===== src/rtl/pwrseq_pkg.sv =====
package pwrseq_pkg;
    localparam int NSTG = 4;
    typedef enum int {
        STG_CLK  = 0,
        STG_SYNC = 1,
        STG_DISP = 2,
        STG_PWM  = 3
    } stage_e;
endpackage


===== src/rtl/pwrseq_cmd.sv =====
module pwrseq_cmd
    import pwrseq_pkg::*;
(
    input  logic            clk,
    input  logic            rst_n,
    input  logic            set_wr,
    input  logic [NSTG-1:0] set_bits,
    input  logic            clr_wr,
    input  logic [NSTG-1:0] clr_bits,
    input  logic [NSTG-1:0] sts,
    output logic [NSTG-1:0] en
);
    typedef struct packed {
        logic [NSTG-1:0] en;
    } cmd_t;

    cmd_t q, d;

    always_comb begin
        d = q;
        for (int i = 0; i < NSTG; i++) begin
            logic later_on;
            logic set_ok;
            logic clr_ok;
            later_on = 1'b0;
            // PWM is not a blocker: only clock, sync and display gate clears
            for (int j = i + 1; j < int'(STG_PWM); j++) begin
                later_on = later_on | q.en[j] | sts[j];
            end
            set_ok = set_wr && set_bits[i] && ((i == 0) || sts[(i == 0) ? 0 : i - 1]);
            clr_ok = clr_wr && clr_bits[i] && !later_on;
            if (clr_ok)
                d.en[i] = 1'b0;
            else if (set_ok)
                d.en[i] = 1'b1;
        end
    end

    always_ff @(posedge clk) begin
        if (!rst_n) q <= '0;
        else        q <= d;
    end

    assign en = q.en;
endmodule


===== src/rtl/pwrseq_stage.sv =====
module pwrseq_stage #(
    parameter int KIND       = 0,
    parameter int GUARD_W    = 4,
    parameter int CLK_SETTLE = 2
) (
    input  logic               clk,
    input  logic               rst_n,
    input  logic               en,
    input  logic               pix_tick,
    input  logic               frame_tick,
    input  logic [GUARD_W-1:0] guard_frames,
    output logic               sts
);
    localparam int SET_W = $clog2(CLK_SETTLE + 1);
    localparam int CNT_W = (GUARD_W > SET_W) ? GUARD_W : SET_W;

    typedef struct packed {
        logic             sts;
        logic [CNT_W-1:0] cnt;
    } stg_t;

    stg_t q, d;
    logic [CNT_W-1:0] cnt_inc;
    logic [CNT_W-1:0] guard_tgt;

    assign cnt_inc   = q.cnt + CNT_W'(1);
    assign guard_tgt = (guard_frames == '0) ? CNT_W'(1) : CNT_W'(guard_frames);

    always_comb begin
        d = q;
        case (KIND)
            0: begin
                if (en != q.sts) begin
                    if (pix_tick) begin
                        if (cnt_inc >= CNT_W'(CLK_SETTLE)) begin
                            d.sts = en;
                            d.cnt = '0;
                        end else begin
                            d.cnt = cnt_inc;
                        end
                    end
                end else begin
                    d.cnt = '0;
                end
            end
            1: begin
                d.cnt = '0;
                if (en != q.sts && frame_tick) d.sts = en;
            end
            2: begin
                if (en && !q.sts) begin
                    if (frame_tick) begin
                        if (cnt_inc >= guard_tgt) begin
                            d.sts = 1'b1;
                            d.cnt = '0;
                        end else begin
                            d.cnt = cnt_inc;
                        end
                    end
                end else begin
                    d.cnt = '0;
                    if (!en && q.sts && frame_tick) d.sts = 1'b0;
                end
            end
            default: begin
                d.sts = en;
                d.cnt = '0;
            end
        endcase
    end

    always_ff @(posedge clk) begin
        if (!rst_n) q <= '0;
        else        q <= d;
    end

    assign sts = q.sts;
endmodule


===== src/rtl/pwrseq_ctrl.sv =====
module pwrseq_ctrl
    import pwrseq_pkg::*;
#(
    parameter int GUARD_W    = 4,
    parameter int CLK_SETTLE = 2
) (
    input  logic               clk,
    input  logic               rst_n,
    input  logic               set_wr,
    input  logic [3:0]         set_bits,
    input  logic               clr_wr,
    input  logic [3:0]         clr_bits,
    input  logic [GUARD_W-1:0] guard_frames,
    input  logic               pix_tick,
    input  logic               frame_tick,
    output logic [3:0]         stage_en,
    output logic [3:0]         stage_sts
);
    logic [NSTG-1:0] en_w;
    logic [NSTG-1:0] sts_w;

    pwrseq_cmd i_cmd (
        .clk      (clk),
        .rst_n    (rst_n),
        .set_wr   (set_wr),
        .set_bits (set_bits),
        .clr_wr   (clr_wr),
        .clr_bits (clr_bits),
        .sts      (sts_w),
        .en       (en_w)
    );

    for (genvar g = 0; g < NSTG; g++) begin : g_stage
        pwrseq_stage #(
            .KIND       (g),
            .GUARD_W    (GUARD_W),
            .CLK_SETTLE (CLK_SETTLE)
        ) i_stage (
            .clk          (clk),
            .rst_n        (rst_n),
            .en           (en_w[g]),
            .pix_tick     (pix_tick),
            .frame_tick   (frame_tick),
            .guard_frames (guard_frames),
            .sts          (sts_w[g])
        );
    end

    assign stage_en  = en_w;
    assign stage_sts = sts_w;
endmodule


===== config.mk =====
export PLATFORM = sky130hd
export DESIGN_NAME = pwrseq_ctrl
export DESIGN_NICKNAME = d
export VERILOG_FILES = /design/src/rtl/pwrseq_pkg.sv /design/src/rtl/pwrseq_cmd.sv /design/src/rtl/pwrseq_stage.sv /design/src/rtl/pwrseq_ctrl.sv
export SDC_FILE = /design/constraint.sdc
export NUM_CORES = 1
export LEC_CHECK = 0
export ABC_AREA = 1
export BUFFER_PORTS_ARGS = -buffer_cell sky130_fd_sc_hd__buf_2
export CORE_MARGIN = 2
export CORE_UTILIZATION = 48
export CTS_BUF_LIST = sky130_fd_sc_hd__clkbuf_2
export CTS_CLUSTER_DIAMETER = 80
export DETAILED_ROUTE_END_ITERATION = 10
export GPL_TIMING_DRIVEN = 0
export PLACE_DENSITY = 0.77
export RECOVER_POWER = 100
export SETUP_SLACK_MARGIN = 0.4
export SYNTH_ARGS = -nofsm -noshare
export SYNTH_HDL_FRONTEND = slang
export SYNTH_SLANG_ARGS = --single-unit

===== constraint.sdc =====
create_clock -name clk -period 1.4 [get_ports clk]
set_input_delay 0.28 -clock clk [delete_from_list [all_inputs] [get_ports clk]]
set_output_delay 0.28 -clock clk [all_outputs]
set_load 0.03 [all_outputs]

==> run_results.csv <==
group,metric,value,unit
outcome,outcome,"finished, violations left",
global_routing,met3_usage,4.07,%
cells_and_area,layout.nets,195,
drt,wl_per_cell,17.4,um
critical_path,cp-start-kind,"flop",
sta,fin_ws,-0.196,ns
placement,hpwl,1.46,mm
yosys,yosysSeqAreaShare,34.3,%
yosys,synth_fa_ha_area_share,10.7,%
cts,hold_buffers,0,
cells_and_area,area_delta_synth_final,64.1,%
yosys,syn_area_per_cell,7.42,sq um
critical_path,rr_worst_depth,10,
yosys,synth_compound_area_share,10.4,%
yosys,synth_top_family_by_area,"simple AND/OR/NAND/NOR gates",
drt,viasPerCell,5.45,
cells_and_area,design_area,0.00153,sq mm
yosys,synthTopCellsByArea,"dfxtp_1, ha_1, inv_1",
cts,clk_pin_slew,0.17,ns
cts,cts.path.max_buffers,2,
global_routing,grt_start_max_net_pins,10,
drt,wirelength,3.36,mm
global_routing,grt_use_total,25.9,%
global_routing,first_global_vias,948,
floorplan,io_pins,26,
yosys,synth-xor-area-share,3.75,%
floorplan,dieArea,0.00232,sq mm
yosys,synth_warnings,0,
power_and_ir_drop,max-vdd-ir-drop,0.572,mV
sta,period_needed,1.60,ns
drt,num_vias,1051,
critical_path,max_stage_delay,0.40,ns
critical_path,crit_family,"adder cells",
hold_path,hp-class,"in -> reg",
sta,rsz0062_at_grt,"yes",
cts,cts_buffers,3,
cts,clk_latency,0.32,ns
floorplan,core-area,0.00178,sq mm
critical_path,slowest_stage,"dfxtp_4",
critical_path,path_cells,"ha_4 -> xor2_2 -> ha_1 -> nand2_2 -> inv_2 -> nand3_2 -> nand3_2 -> nand2_2 -> inv_2 -> nor2_2",
power_and_ir_drop,p_leak,0.000708,uW
yosys,syn_nets,152,
cells_and_area,finalNonFillerCells,193,
global_routing,grt_overflow,0,
hold_path,hold_depth,2,
outcome,violations,"setup timing",
cts,cts_tree,"built",
critical_path,path_class,"reg -> reg",
yosys,syn_area,935,sq um
sta,drv_slew,0,
floorplan,chipHeight,48.1,um
power_and_ir_drop,powerDensity,565,mW/mm^2
sta,setup_violations,5,
cells_and_area,drive_above_1_share,64.9,%
floorplan,row_count,15,
drt,ant_nets,0,
cts,cts_sinks,16,
sta,fmax,0.627,GHz
floorplan,die_x,48.1,um
yosys,synth_top_area_share,34.3,%
cells_and_area,diodes,0,
placement,dpl.cell_count,175,
global_routing,met1_usage,27.6,%
critical_path,worst-path-buf-inv,2,
placement,gp_congestion,0.815,
cts,clockRootBuffer,"clkbuf_2",
critical_path,end_kind,"flop",
sta,worst_pin_slew,0.233,ns
yosys,yosys.area_share.simple,24.2,%
floorplan,initial_core_util,52.4,%
critical_path,crit_arrival,1.83,ns
yosys,synth.distinct_cells,23,
global_routing,grt_pass1_wl,4.02,mm
yosys,synth_mux_area_share,0,%
job,cap_violations,0,
critical_path,crit_path_max_fanout,4,
global_routing,use_met2,49.1,%
sta,timing.final.crit_share,114,%
yosys,yosys.area.top_type,"dfxtp_1",
drt,drt-pass1-iter-count,4,
yosys,ys_ff_latch,16,
critical_path,cp.required,1.63,ns
sta,skew,0.00339,ns
sta,finalHoldViolCount,0,
critical_path,cp_num_cells,10,
yosys,synthesis.instances,126,
global_routing,top_usage_layer,"met2",
placement,postPlaceCellArea,0.00115,sq mm
sta,relSlewSlack,84.5,%
placement,port_buffers,24,
drt,drc,0,
drt,drt_iter0_drc,46,
cts,cts_htree_levels,1,
sta,hold_slack,0.142,ns
critical_path,reg2reg_slack,-0.20,ns
global_routing,grt_antenna_before_repair,0,
[layout by cell type (no fill, tap or decap), types with 6 or more instances in the layout]
master,n
buf_6,21
buf_2,17
inv_1,14
nand2_1,13
buf_4,9
nor2_1,8
inv_2,7
nand2_2,6
ha_4,6
dfxtp_4,6
dfxtp_2,6
[worst register-to-register path, delay by kind of cell (launching register included)]
family,cells,cell delay [ns]
flops,1,0.40
buf+inv,2,0.17
xor+xnor,1,0.17
fa+ha+maj,2,0.46
simple gates,5,0.32
[state kept, by name, indices dropped and copies added, names as in the netlist]
register and count:
g_stage.i_stage.sts 4, g_stage.i_stage.q 8, i_cmd.en 4
[worst paths after layout]
kind,endpoint,start
worst max-delay path,g_stage[2].i_stage.q[2],g_stage[2].i_stage.q[0]
worst min-delay path,i_cmd.en[2],clr_bits[2]
worst max register to register,g_stage[2].i_stage.q[2],g_stage[2].i_stage.q[0]
worst min register to register,g_stage[0].i_stage.q[2],g_stage[0].i_stage.q[2]
[layout make-up]
type | count | area [sq um]
Sequential cell | 16 | 350
Clock inverter | 1 | 3.75
Fill cell | 78 | 249
Inverter | 24 | 100
Tap cell | 25 | 31.3
Buffer | 9 | 95.1
Timing Repair Buffer | 38 | 294
Multi-Input combinational cell | 77 | 644
Clock buffer | 3 | 15.0
[power by group]
part / switching, uW / internal, uW
Sequential: 7.31 / 453
Combinational: 97.9 / 78.1
Clock: 168 / 62.0
[routing by layer]
metal	vias up	wire length, um
met5	-	0
met4	0	197
met3	27	198
met2	59	1620
met1	486	1340
li1	479	-
[Yosys cell counts]
cell,count
inv_1,23
o21ai_0,3
nor2_4,1
dfxtp_1,16
o211ai_1,1
or2_2,1
nor2_1,12
a31o_2,1
buf_2,1
nand2_1,18
ha_1,8
o21ai_1,1
inv_2,1
buf_4,8
nand2_2,3
nand3_1,9
xor2_1,4
a221oi_1,2
a21oi_2,1
nand3_2,1
a21oi_1,7
nor3_1,2
nand4_1,2
[logic make-up (layout without fill, tap and decap cells)]
| logic type | after synthesis | count (layout) |
|---|---|---|
| adder cells (fa/ha/maj) | 8 | 8 |
| buffers and inverters | 33 | 75 |
| flip-flops | 16 | 16 |
| AND/OR/NAND/NOR | 49 | 49 |
| AO/OA/AOI/OAI | 16 | 16 |
| XOR/XNOR | 4 | 4 |
[through the flow]
stage          total power [uW]  TNS, ns  setup slack, ns  util [%]
2_1_floorplan               549  -0.0461          -0.0130         -
4_1_cts                     838   -0.698           -0.149      80.6
5_1_grt                     891    -1.20           -0.256      86.0
6_report                    866   -0.894           -0.196      86.0
3_5_place_dp                595   -0.792           -0.172      64.6
3_3_place_gp                589   -0.594           -0.129      64.6
[timing repair]
action | in CTS | in global routing
endpoints found under the setup margin | 16 | 22
cloned | 0 | 0
pin swaps | 14 | 12
buffers inserted | 11 | 3
resized for setup | 55 | 24
(Power assumes the default switching activity.)
